`config.mk`:
```
export PLATFORM = sky130hd
export DESIGN_NAME = pcix_status_reg
export DESIGN_NICKNAME = d
export VERILOG_FILES = /design/src/rtl/pcxs_pkg.sv /design/src/rtl/pcxs_id_snoop.sv /design/src/rtl/pcxs_strap_latch.sv /design/src/rtl/pcxs_sticky_bit.sv /design/src/rtl/pcix_status_reg.sv
export SDC_FILE = /design/constraint.sdc
export NUM_CORES = 1
export LEC_CHECK = 0
export BUFFER_PORTS_ARGS = -buffer_cell sky130_fd_sc_hd__buf_4
export CORE_MARGIN = 3
export CORE_UTILIZATION = 34
export CTS_CLUSTER_SIZE = 28
export DETAILED_ROUTE_END_ITERATION = 8
export PLACE_DENSITY = 0.88
export SETUP_SLACK_MARGIN = 0.3
export SKIP_LAST_GASP = 1
export SLEW_MARGIN = 5
export SYNTH_ARGS = -nofsm -noshare
export SYNTH_HDL_FRONTEND = slang
export SYNTH_SLANG_ARGS = --single-unit
```
`constraint.sdc`:
```
create_clock -name clk -period 0.85 [get_ports clk]
set_input_delay 0.2125 -clock clk [delete_from_list [all_inputs] [get_ports clk]]
set_output_delay 0.2125 -clock clk [all_outputs]
set_load 0.005 [all_outputs]
```
`src/rtl/pcxs_pkg.sv`:
```
package pcxs_pkg;

    localparam int unsigned STS_W     = 32;
    localparam int unsigned FUNC_LSB  = 0;
    localparam int unsigned DEV_LSB   = 3;
    localparam int unsigned BUS_LSB   = 8;
    localparam int unsigned B64_POS   = 16;
    localparam int unsigned F133_POS  = 17;
    localparam int unsigned FLAG_LSB  = 18;
    localparam int unsigned NUM_FLAGS = 2;
    localparam int unsigned CPLX_POS  = 20;
    localparam int unsigned MRD_LSB   = 21;

    typedef enum logic [1:0] {
        MRD_512  = 2'd0,
        MRD_1K   = 2'd1,
        MRD_2K   = 2'd2,
        MRD_4K   = 2'd3
    } mrd_code_e;

    typedef struct packed {
        logic      is64;
        logic      fast133;
        mrd_code_e mrd;
    } strap_t;

    localparam strap_t STRAP_RST = '{is64: 1'b1, fast133: 1'b1, mrd: MRD_2K};

    function automatic mrd_code_e mrd_from_strap(input logic max_read);
        return max_read ? MRD_4K : MRD_2K;
    endfunction

endpackage

```
`src/rtl/pcxs_id_snoop.sv`:
```
module pcxs_id_snoop #(
    parameter int unsigned AD_W    = 16,
    parameter int unsigned DEV_W   = 5,
    parameter int unsigned BUS_W   = 8,
    parameter int unsigned DEV_SRC = 11,
    parameter int unsigned BUS_SRC = 0,
    parameter logic [DEV_W-1:0] DEV_RST = '1,
    parameter logic [BUS_W-1:0] BUS_RST = '1
) (
    input  logic             clk,
    input  logic             rst_n,
    input  logic             cap_en,
    input  logic [AD_W-1:0]  ad,
    output logic [DEV_W-1:0] dev_o,
    output logic [BUS_W-1:0] bus_o
);
    localparam int unsigned DEV_TOP = DEV_SRC + DEV_W - 1;
    localparam int unsigned BUS_TOP = BUS_SRC + BUS_W - 1;

    typedef struct packed {
        logic [DEV_W-1:0] dev;
        logic [BUS_W-1:0] bus;
    } id_t;

    id_t id_d, id_q;

    always_comb begin
        id_d = id_q;
        if (cap_en) begin
            id_d.dev = ad[DEV_TOP:DEV_SRC];
            id_d.bus = ad[BUS_TOP:BUS_SRC];
        end
    end

    always_ff @(posedge clk) begin
        if (!rst_n) begin
            id_q.dev <= DEV_RST;
            id_q.bus <= BUS_RST;
        end else begin
            id_q <= id_d;
        end
    end

    assign dev_o = id_q.dev;
    assign bus_o = id_q.bus;

    logic unused_ad;
    assign unused_ad = ^ad;
endmodule

```
`src/rtl/pcxs_strap_latch.sv`:
```
module pcxs_strap_latch
    import pcxs_pkg::*;
(
    input  logic   clk,
    input  logic   rst_n,
    input  logic   ee_valid,
    input  logic   ee_is64,
    input  logic   ee_fast133,
    input  logic   ee_max_read,
    output strap_t strap_o
);
    typedef struct packed {
        logic   done;
        strap_t val;
    } latch_t;

    latch_t lt_d, lt_q;

    always_comb begin
        lt_d = lt_q;
        if (ee_valid && !lt_q.done) begin
            lt_d.done        = 1'b1;
            lt_d.val.is64    = ee_is64;
            lt_d.val.fast133 = ee_fast133;
            lt_d.val.mrd     = mrd_from_strap(ee_max_read);
        end
    end

    always_ff @(posedge clk) begin
        if (!rst_n) begin
            lt_q.done <= 1'b0;
            lt_q.val  <= STRAP_RST;
        end else begin
            lt_q <= lt_d;
        end
    end

    assign strap_o = lt_q.val;
endmodule

```
`src/rtl/pcxs_sticky_bit.sv`:
```
module pcxs_sticky_bit (
    input  logic clk,
    input  logic rst_n,
    input  logic set_i,
    input  logic clr_i,
    output logic q_o
);
    logic flag_d, flag_q;

    always_comb begin
        flag_d = flag_q;
        if (clr_i) flag_d = 1'b0;
        if (set_i) flag_d = 1'b1;
    end

    always_ff @(posedge clk) begin
        if (!rst_n) flag_q <= 1'b0;
        else        flag_q <= flag_d;
    end

    assign q_o = flag_q;
endmodule

```
`src/rtl/pcix_status_reg.sv`:
```
module pcix_status_reg
    import pcxs_pkg::*;
#(
    parameter int unsigned AD_W  = 16,
    parameter int unsigned DEV_W = 5,
    parameter int unsigned BUS_W = 8
) (
    input  logic             clk,
    input  logic             rst_n,
    input  logic             cfg_wr_t0,
    input  logic [AD_W-1:0]  cfg_ad,
    input  logic             sts_wr_en,
    input  logic [STS_W-1:0] sts_wr_data,
    input  logic             ev_split_discard,
    input  logic             ev_unexp_split,
    input  logic             ee_valid,
    input  logic             ee_is64,
    input  logic             ee_fast133,
    input  logic             ee_max_read,
    output logic [STS_W-1:0] sts_rdata
);
    localparam int unsigned DEV_TOP  = DEV_LSB + DEV_W - 1;
    localparam int unsigned BUS_TOP  = BUS_LSB + BUS_W - 1;
    localparam int unsigned FLAG_TOP = FLAG_LSB + NUM_FLAGS - 1;

    logic [DEV_W-1:0]     dev_num;
    logic [BUS_W-1:0]     bus_num;
    strap_t               strap;
    logic [NUM_FLAGS-1:0] ev_vec;
    logic [NUM_FLAGS-1:0] clr_vec;
    logic [NUM_FLAGS-1:0] flag_vec;

    pcxs_id_snoop #(
        .AD_W   (AD_W),
        .DEV_W  (DEV_W),
        .BUS_W  (BUS_W),
        .DEV_SRC(11),
        .BUS_SRC(0)
    ) u_snoop (
        .clk   (clk),
        .rst_n (rst_n),
        .cap_en(cfg_wr_t0),
        .ad    (cfg_ad),
        .dev_o (dev_num),
        .bus_o (bus_num)
    );

    pcxs_strap_latch u_strap (
        .clk        (clk),
        .rst_n      (rst_n),
        .ee_valid   (ee_valid),
        .ee_is64    (ee_is64),
        .ee_fast133 (ee_fast133),
        .ee_max_read(ee_max_read),
        .strap_o    (strap)
    );

    assign ev_vec  = {ev_unexp_split, ev_split_discard};
    assign clr_vec = sts_wr_en ? sts_wr_data[FLAG_TOP:FLAG_LSB] : '0;

    for (genvar g = 0; g < NUM_FLAGS; g++) begin : g_flag
        pcxs_sticky_bit u_bit (
            .clk  (clk),
            .rst_n(rst_n),
            .set_i(ev_vec[g]),
            .clr_i(clr_vec[g]),
            .q_o  (flag_vec[g])
        );
    end

    always_comb begin
        sts_rdata                      = '0;
        sts_rdata[DEV_TOP:DEV_LSB]     = dev_num;
        sts_rdata[BUS_TOP:BUS_LSB]     = bus_num;
        sts_rdata[B64_POS]             = strap.is64;
        sts_rdata[F133_POS]            = strap.fast133;
        sts_rdata[FLAG_TOP:FLAG_LSB]   = flag_vec;
        sts_rdata[CPLX_POS]            = 1'b0;
        sts_rdata[MRD_LSB+1:MRD_LSB]   = strap.mrd;
    end

    logic unused_wdata;
    assign unused_wdata = ^sts_wr_data;
endmodule

```
# ---- Word level (Yosys, flattened, before mapping)
# Index checks and enable logic that the tools add are counted.
dict set report totals {
  register_bits 20
  inputBits 58
  out_inout_bits 32
  word_cells 18
}
dict set report op_classes {
  mux 6
  reduce_logical 4
}
# operator count
set op_table {}
lappend op_table {{1-bit two-way mux} 5}
lappend op_table {{2-bit nonzero test} 2}
lappend op_table {{2-bit two-way mux} 1}
lappend op_table {{1-bit logical AND} 1}
lappend op_table {{1-bit logical NOT} 1}

# ---- Longest topological paths before layout
# Gate-level depths: netlist (run 1).
dict set report depth {
  ltp_word 3
  ltp_mapped 4
  mapped_depth_nobuf 2
}

# ---- Modules after synthesis
# Synthesis (run 1) repeated with hierarchy kept, for this count alone.
dict set report hier_totals {
  hier_cells 84
  area_unflattened_um2 860.8
}
# mod n_inst cells_per_inst area_each_um2 seq_area_each_um2
set by_module_without_submodules {}
lappend by_module_without_submodules {pcxs_id_snoop 1 42 474.2 260.2}
lappend by_module_without_submodules {pcxs_strap_latch 1 20 190.2 80.1}
lappend by_module_without_submodules {pcix_status_reg 1 16 113.9 0.0}
lappend by_module_without_submodules {pcxs_sticky_bit 2 3 41.3 20.0}

# ---- Worst setup path before layout (run 1)
# Ideal clock, no wire load.
dict set report synth_timing {
  path_kind {input-to-reg}
  start {in cfg_wr_t0}
  end {reg u_snoop.id_q (netlist bit u_snoop.bus_o[0])}
  setup_ps 129
  t_arrival_ps 660
  required_ps 721
  path_slack_ps 60
  cell_stages 4
  n_path_buf 2
  cell_sequence {buf_6 buf_12 mux2i_1 nand2_1}
}
# element line_no
set synth_lines {}
lappend synth_lines {{from (decl)} pcix_status_reg.sv:10} ;# input logic cfg_wr_t0,
lappend synth_lines {{to (signal assigned)} pcxs_id_snoop.sv:40} ;# id_q <= id_d;
lappend synth_lines {{to (decl)} pcxs_id_snoop.sv:25} ;# id_t id_d, id_q;

# ---- Worst setup path in the final report (run 1)
dict set report layout_timing {
  start {reg u_snoop.id_q (netlist bit u_snoop.dev_o[3])}
  end {out sts_rdata[6]}
}
# element line_no
set layout_lines {}
lappend layout_lines {{to (decl)} pcix_status_reg.sv:20} ;# output logic [STS_W-1:0] sts_rdata
# No word-level cell between the ends.

==> results of run 1 <==
[final timing paths]
kind                 startpoint                  end  slack, ns  cells past startpoint
max            u_snoop.dev_o[3]         sts_rdata[6]      -0.10                      1
min             sts_wr_data[19]  g_flag[1].u_bit.q_o       0.09                      2
max reg2reg     u_strap.lt_q[4]   u_strap.strap_o[0]       0.04                      2
min reg2reg  u_strap.strap_o[0]   u_strap.strap_o[0]       0.48                      2
[worst register-to-register path: cells and delay by family, from the launching register on]
kind	cells	cell delay (ns)
multiplexers	1	0.18
AND/OR/NAND/NOR	1	0.23
flip-flops	1	0.33
[per-stage QoR]
stage / setup TNS, ns / area (sq um)
after floorplan: 0 / 934.6
after global placement: 0 / 1070
after detailed placement: -0.08265 / 1070
after CTS: -1.885 / 1221
after global routing: -2.363 / 1252
final: -1.654 / 1252
[cell usage in the layout, fill, tap and decap left out, types with 2 or more instances in the layout]
cell,netlist,layout
sky130_fd_sc_hd__buf_4,19,25
sky130_fd_sc_hd__buf_6,1,23
sky130_fd_sc_hd__dfxtp_2,0,19
sky130_fd_sc_hd__nand2_1,15,15
sky130_fd_sc_hd__mux2i_1,14,14
sky130_fd_sc_hd__conb_1,2,14
sky130_fd_sc_hd__inv_1,4,4
sky130_fd_sc_hd__clkbuf_4,0,3
sky130_fd_sc_hd__o21ai_2,0,2
sky130_fd_sc_hd__a31oi_1,2,2
sky130_fd_sc_hd__nand3b_1,2,2
sky130_fd_sc_hd__o211ai_1,2,2
[cells in the mapped netlist]
cell,instances,area (sq um)
sky130_fd_sc_hd__buf_6,1,11.26
sky130_fd_sc_hd__buf_2,1,5.000
sky130_fd_sc_hd__mux2i_1,14,140.1
sky130_fd_sc_hd__o21ai_0,2,10.01
sky130_fd_sc_hd__nand2_1,15,56.30
sky130_fd_sc_hd__dfxtp_1,19,380.4
sky130_fd_sc_hd__clkbuf_1,1,3.750
sky130_fd_sc_hd__buf_4,19,142.6
sky130_fd_sc_hd__inv_1,4,15.01
sky130_fd_sc_hd__o21a_1,1,7.510
sky130_fd_sc_hd__o211ai_1,2,15.01
sky130_fd_sc_hd__nand3b_1,2,15.01
sky130_fd_sc_hd__a31oi_1,2,12.51
sky130_fd_sc_hd__conb_1,2,7.510
sky130_fd_sc_hd__and2b_1,1,7.510
sky130_fd_sc_hd__buf_12,1,20.02
[logic make-up after synthesis]
| kind of cell | after synthesis | share of synthesized area [%] |
|---|---|---|
| AO/OA/AOI/OAI | 7 | 5.302 |
| buffers and inverters | 27 | 23.27 |
| flip-flops | 19 | 44.77 |
| multiplexers | 14 | 16.49 |
| other | 2 | 0.8840 |
| AND/OR/NAND/NOR | 18 | 9.278 |
[layer usage]
layer  routed length (um)  up-vias  GRT usage, %
li1                     -      328             -
met1                  644      297         12.02
met2                  987       38         20.87
met3                  195        2         4.408
met4                    5        0         4.068
met5                    0        -             0
[power by group through the flow]
| stage | Clock, mW | Sequential, mW | Combinational [mW] |
|---|---|---|---|
| after floorplan | 0 | 1.01 | 0.223 |
| after global placement | 0 | 0.999 | 0.298 |
| after detailed placement | 0 | 1.00 | 0.310 |
| after CTS | 0.460 | 1.00 | 0.369 |
| after global routing | 0.499 | 1.01 | 0.420 |
| final | 0.435 | 1.00 | 0.386 |
[flip-flops by register name, summed over array words and instances (netlist names)]
register          flops
g_flag.u_bit.q_o      2
u_snoop.bus_o         8
u_snoop.dev_o         5
u_strap.lt_q          1
u_strap.strap_o       3
[layout make-up]
type | count | area (sq um) | area share, %
clock buffers | 4 | 26.28 | 2.098
inverters | 4 | 15.01 | 1.199
multi-input cells | 53 | 325.3 | 25.97
flip-flops and latches | 19 | 404.1 | 32.27
well taps | 28 | 35.03 | 2.797
repair buffers | 48 | 446.7 | 35.66
[timing repair]
action / CTS / global route
pin swaps: 2 / 1
endpoints found under the hold margin: 0 / 0
buffers inserted: 4 / 2
endpoints found under the setup margin: 37 / 37
resized for setup: 34 / 5
==> metrics.log, run 1 <==
[metrics] total of endpoints with negative setup slack in the final report: 18
[metrics] Skew-Pair Late Insertion Delay: 0.28 ns
[metrics] setup slack after layout: -0.1022 ns
[metrics] arrival time at the worst endpoint: 0.74 ns
[metrics] switching power: 0.4293 mW
[metrics] wire length per cell after detailed routing: 11.75 um
[metrics] detailed placement HPWL: between 1 and 1.5 mm
[metrics] max incr delay on CP: 0.34 ns
[metrics] max-capacitance violation count: 0
[metrics] final total power: 1.822 mW
[metrics] worst slack at placement: -0.02741 ns
[metrics] yosys synthesis warning count: 0
[metrics] initial standard-cell utilization of the core: 36.98%
[metrics] layout overhead on the synthesized area: 47.42%
[metrics] number of distinct library cells after synthesis: 16
[metrics] Post-layout nets: about 190
[metrics] Max Fclk: 1050 MHz
[metrics] Post-DRT Antenna Nets: 0
[metrics] CP startpoint kind: flop
[metrics] Die H: ~56 um
[metrics] power density relative to cell area: 1455 mW/mm^2
[metrics] Critical Path Fanout Max: 2
[metrics] Overall Global Routing Usage: a little under an eighth
[metrics] number of H-tree levels: 1
[metrics] crit-path cells: buf_6
[metrics] via total after detailed routing: 665
[metrics] ratio of routed vias to standard cells: approximately 4.3
[metrics] routability congestion estimate: approximately 0.71
[metrics] area of the die: 0.003134 sq mm
[metrics] Post-Route Skew: about 0.00017 ns
[metrics] Buf/Inv on CP: 1
[metrics] class of the most critical hold timing path: in -> reg
[metrics] Critical Path RT: 0.64 ns
[metrics] Hold WS: 0.09244 ns
[metrics] first drt pass iteration count: 4
[metrics] Inserted Clock Buffers: 3
[metrics] category of the most critical setup path: reg -> out
[metrics] Ports: 90
[metrics] relative contribution of combinational cells to total power: between 20% and 30%
[metrics] number of placed instances, taps included: around 150
[metrics] setup repair after global routing missed its margin: yes
[metrics] gate count after technology mapping: just under 90
[metrics] Fillers: 202
[metrics] share of the yosys chip area belonging to registers: 44.77%
[metrics] cts hold-fix bufs: 0
[metrics] Port Buf Inserts: between 40 and 50
[metrics] violations in the final reports: setup timing
[metrics] fraction of final layout cells sized beyond drive strength 1: between 50% and 60%
[metrics] die extent in x: around 56 um
[metrics] First DRT Iteration DRCs: 13
[metrics] clock-pin slew on the worst setup and hold paths: 0.10 ns
[metrics] Post-Route WL: 1.833 mm
[metrics] antenna violations before repair: 0
[metrics] first-pass GRT wire length: 2.829 mm
[metrics] Pint: 1.393 mW
[metrics] fraction of power spent switching nets: 23.56%
[metrics] Clock Root Buffer: sky130_fd_sc_hd__clkbuf_4
[metrics] largest net degree at the start of global routing: 21
[metrics] sequential share of power: 55.0%
[metrics] Worst VDD drop: 0.0007211 V
[metrics] register bit count reported by yosys: 19
[metrics] Final Slew Violations: 0
[metrics] minimum clock period: 0.9522 ns
[metrics] Max Buffers Root-to-Sink: 2
[metrics] total core area: 0.002297 sq mm
[metrics] antenna diode instance count: 0
[metrics] TritonCTS clock tree: done
[metrics] share of the clock period used by the worst path: 112.0%
[metrics] number of standard cells in the final layout excluding fillers: roughly 160
[metrics] relative contribution of the clock network to total power: 23.9%
[metrics] Crit-path slowest cell: sky130_fd_sc_hd__dfxtp_2
[metrics] leakage power total: 0.6259 nW
[metrics] average cell area after synthesis: 9.765 sq um
[metrics] delay-heaviest family, CP: flip-flops
[metrics] Post-Route Utilization: 54.52%
[metrics] # DRC: 0
[metrics] site row count: 17
[metrics] total count of hold-check failures in the final report: 0
[metrics] result of the run: finished with violations
[metrics] gr ovfl total: 0
[metrics] Post-Syn Area: 849.6 sq um
[metrics] via count of the first global-routing pass: 657
[metrics] CP endpoint kind: primary output
[metrics] CTS sink cnt: 19
(Power assumes the default switching activity.)
==> run 2: changes to the inputs <==
--- a/config.mk
+++ b/config.mk
@@ -6,7 +6,6 @@
 export NUM_CORES = 1
 export LEC_CHECK = 0
 export BUFFER_PORTS_ARGS = -buffer_cell sky130_fd_sc_hd__buf_4
-export CORE_MARGIN = 3
 export CORE_UTILIZATION = 34
 export CTS_CLUSTER_SIZE = 28
 export DETAILED_ROUTE_END_ITERATION = 8
==> run 2 against run 1 <==
Effect of this change:
- the flow still finishes with violations (setup timing)
- critical path depth unchanged
- final cell count increased by 0.64%
- sequential power about the same
- non-clock buffer count increased by 1
- register-to-register slack got worse by 0.09 ns
- clock power about the same
- setup slack improved by 0.0043 ns
- global-route usage increased by 1.6 points
==> metrics.log, run 2 (synthesis gave the netlist of run 1 again) <==
[metrics] Final Slew Violations: 0 (unchanged)
[metrics] total of endpoints with negative setup slack in the final report: 19 (+1)
[metrics] site row count: 17 (unchanged)
[metrics] Die H: 51.99 um (-7.1%)
[metrics] antenna violations before repair: 0 (unchanged)
[metrics] category of the most critical setup path: reg -> out
[metrics] largest net degree at the start of global routing: 21 (unchanged)
[metrics] power density relative to cell area: 1449 mW/mm^2 (-0.42%)
[metrics] Post-DRT Antenna Nets: 0 (unchanged)
[metrics] # DRC: 0 (unchanged)
[metrics] max FFs per register: 8 (unchanged)
[metrics] Worst VDD drop: 0.0007051 V (-2.2%)
[metrics] crit-path cells: buf_6
[metrics] routability congestion estimate: 0.5757 (-19%)
[metrics] relative contribution of the clock network to total power: 23.9% (about the same)
[metrics] Inserted Clock Buffers: 3 (unchanged)
[metrics] final total power: 1.814 mW (-0.42%)
[metrics] via total after detailed routing: 670 (+0.75%)
[metrics] leakage power total: 0.6283 nW (+0.40%)
[metrics] arrival time at the worst endpoint: 0.74 ns (about the same)
[metrics] Critical Path RT: 0.64 ns (about the same)
[metrics] Max Buffers Root-to-Sink: 2 (unchanged)
[metrics] Clock Root Buffer: sky130_fd_sc_hd__clkbuf_4
[metrics] clock-pin slew on the worst setup and hold paths: 0.10 ns (about the same)
[metrics] cts hold-fix bufs: 0 (unchanged)
[metrics] Max Fclk: 1055 MHz (+0.46%)
[metrics] share of the clock period used by the worst path: 111.5% (-0.51 points)
[metrics] Critical Path Fanout Max: 2 (unchanged)
[metrics] CP endpoint kind: primary output
[metrics] Pint: 1.391 mW (-0.15%)
[metrics] fraction of final layout cells sized beyond drive strength 1: 56.59% (-0.44 points)
[metrics] Post-layout nets: 188 (+0.53%)
[metrics] Crit-path slowest cell: sky130_fd_sc_hd__dfxtp_2
[metrics] sequential share of power: 55.1% (about the same)
[metrics] most used cells in the layout excluding fill and tap cells: 27 x sky130_fd_sc_hd__buf_4, 22 x sky130_fd_sc_hd__buf_6, 19 x sky130_fd_sc_hd__dfxtp_2
[metrics] most common cell after layout, fill and taps aside: sky130_fd_sc_hd__buf_4
[metrics] total count of hold-check failures in the final report: 0 (unchanged)
[metrics] total core area: 0.002276 sq mm (-0.93%)
[metrics] switching power: 0.4238 mW (-1.3%)
[metrics] via count of the first global-routing pass: 619 (-5.8%)
[metrics] Post-Route Utilization: 55.03% (+0.51 points)
[metrics] setup repair after global routing missed its margin: yes
[metrics] result of the run: finished with violations
[metrics] summed negative setup slack over all endpoints: -1.632 ns (+0.02210 ns)
[metrics] wire length per cell after detailed routing: 11.14 um (-5.2%)
[metrics] max-capacitance violation count: 0 (unchanged)
[metrics] Port Buf Inserts: 42 (unchanged)
[metrics] first-pass GRT wire length: 2.539 mm (-10%)
[metrics] antenna diode instance count: 0 (unchanged)
[metrics] First DRT Iteration DRCs: 3 (-10)
[metrics] relative contribution of combinational cells to total power: 21.0% (-0.2 points)
[metrics] area of the die: 0.002702 sq mm (-14%)
[metrics] TritonCTS clock tree: done
[metrics] violations in the final reports: setup timing
[metrics] first drt pass iteration count: 3 (-1)
[metrics] die extent in x: 51.99 um (-7.1%)
[metrics] number of H-tree levels: 1 (unchanged)
[metrics] Post-Route WL: 1.749 mm (-4.6%)
[metrics] Buf/Inv on CP: 1 (unchanged)
[metrics] detailed placement HPWL: 1.188 mm (-10%)
[metrics] minimum clock period: 0.9479 ns (-0.004348 ns)
[metrics] initial standard-cell utilization of the core: 37.33% (+0.35 points)
[metrics] layout overhead on the synthesized area: 47.42% (unchanged)
[metrics] delay-heaviest family, CP: flip-flops
[metrics] Skew-Pair Late Insertion Delay: 0.28 ns (about the same)
[metrics] Ports: 90 (unchanged)
[metrics] CTS sink cnt: 19 (unchanged)
[metrics] gr ovfl total: 0 (unchanged)
[metrics] Post-Route Skew: 0.0001908 ns (+0.00002001 ns)
[metrics] fraction of power spent switching nets: 23.36% (-0.21 points)
[metrics] setup slack after layout: -0.09788 ns (+0.004348 ns)
[metrics] max incr delay on CP: 0.34 ns (about the same)
[metrics] ratio of routed vias to standard cells: 4.268 (+0.11%)
[metrics] class of the most critical hold timing path: in -> reg
[metrics] CP startpoint kind: flop
[metrics] Overall Global Routing Usage: 13.13% (+1.6 points)
[metrics] worst slack at placement: -0.01903 ns (+0.008380 ns)
==> run 2: changes by cell type in the layout (fill, tap and decap cells not counted) <==
cell                      change
sky130_fd_sc_hd__buf_4        +2
sky130_fd_sc_hd__buf_6        -1
sky130_fd_sc_hd__o21ai_1      +1
sky130_fd_sc_hd__o21ai_2      -1
==> run 2: final cells by class <==
| class | instances | area (sq um) |
|---|---|---|
| multi-input cells | 53 | 321.6 |
| clock buffers | 4 | 26.28 |
| well taps | 28 | 35.03 |
| inverters | 4 | 15.01 |
| repair buffers | 49 | 450.4 |
| flip-flops and latches | 19 | 404.1 |
| fillers | 199 | 1023 |
==> run 2: power by group through the flow <==
stage | sequential, mW | combinational [mW] | clock [mW]
6_report | 1.00 | 0.381 | 0.433
5_1_grt | 1.01 | 0.418 | 0.502
4_1_cts | 0.998 | 0.356 | 0.456
3_5_place_dp | 1.00 | 0.306 | 0
3_3_place_gp | 0.999 | 0.297 | 0
2_1_floorplan | 1.01 | 0.223 | 0
==> run 2: metal layers <==
metal	track usage [%]	vias to the layer above	routed length, um	share of wire [%]
met5	0	-	0	0
met4	5.405	0	8	0.46
met3	3.509	2	150	8.6
met2	26.92	38	981	56
met1	11.52	299	608	35
li1	-	331	-	-
==> run 2: stage by stage <==
step	hold slack, ns	instances	area (sq um)
6_report	0.1024	157	1252
5_1_grt	0.08197	157	1252
4_1_cts	0.09122	153	1210
3_5_place_dp	0.4104	146	1070
3_3_place_gp	0.4025	146	1070
2_1_floorplan	0.3130	99	934.6
==> run 2: worst paths after layout <==
kind                         endpoint             start  cells past startpoint  slack [ns]
hold reg to reg      u_snoop.bus_o[2]  u_snoop.bus_o[2]                      2        0.48
setup / recovery        sts_rdata[14]  u_snoop.bus_o[6]                      1        -0.1
setup reg to reg     u_snoop.bus_o[3]  u_snoop.bus_o[3]                      4       -0.05
hold / removal    g_flag[1].u_bit.q_o   sts_wr_data[19]                      2        0.10
==> run 2: repair_timing <==
action / 4_1_cts / 5_1_grt
gates resized for setup: 33 / 4
endpoints found under the setup margin: 37 / 37
pin swaps: 1 / 0
endpoints found under the hold margin: 0 / 0
buffers inserted: 3 / 4
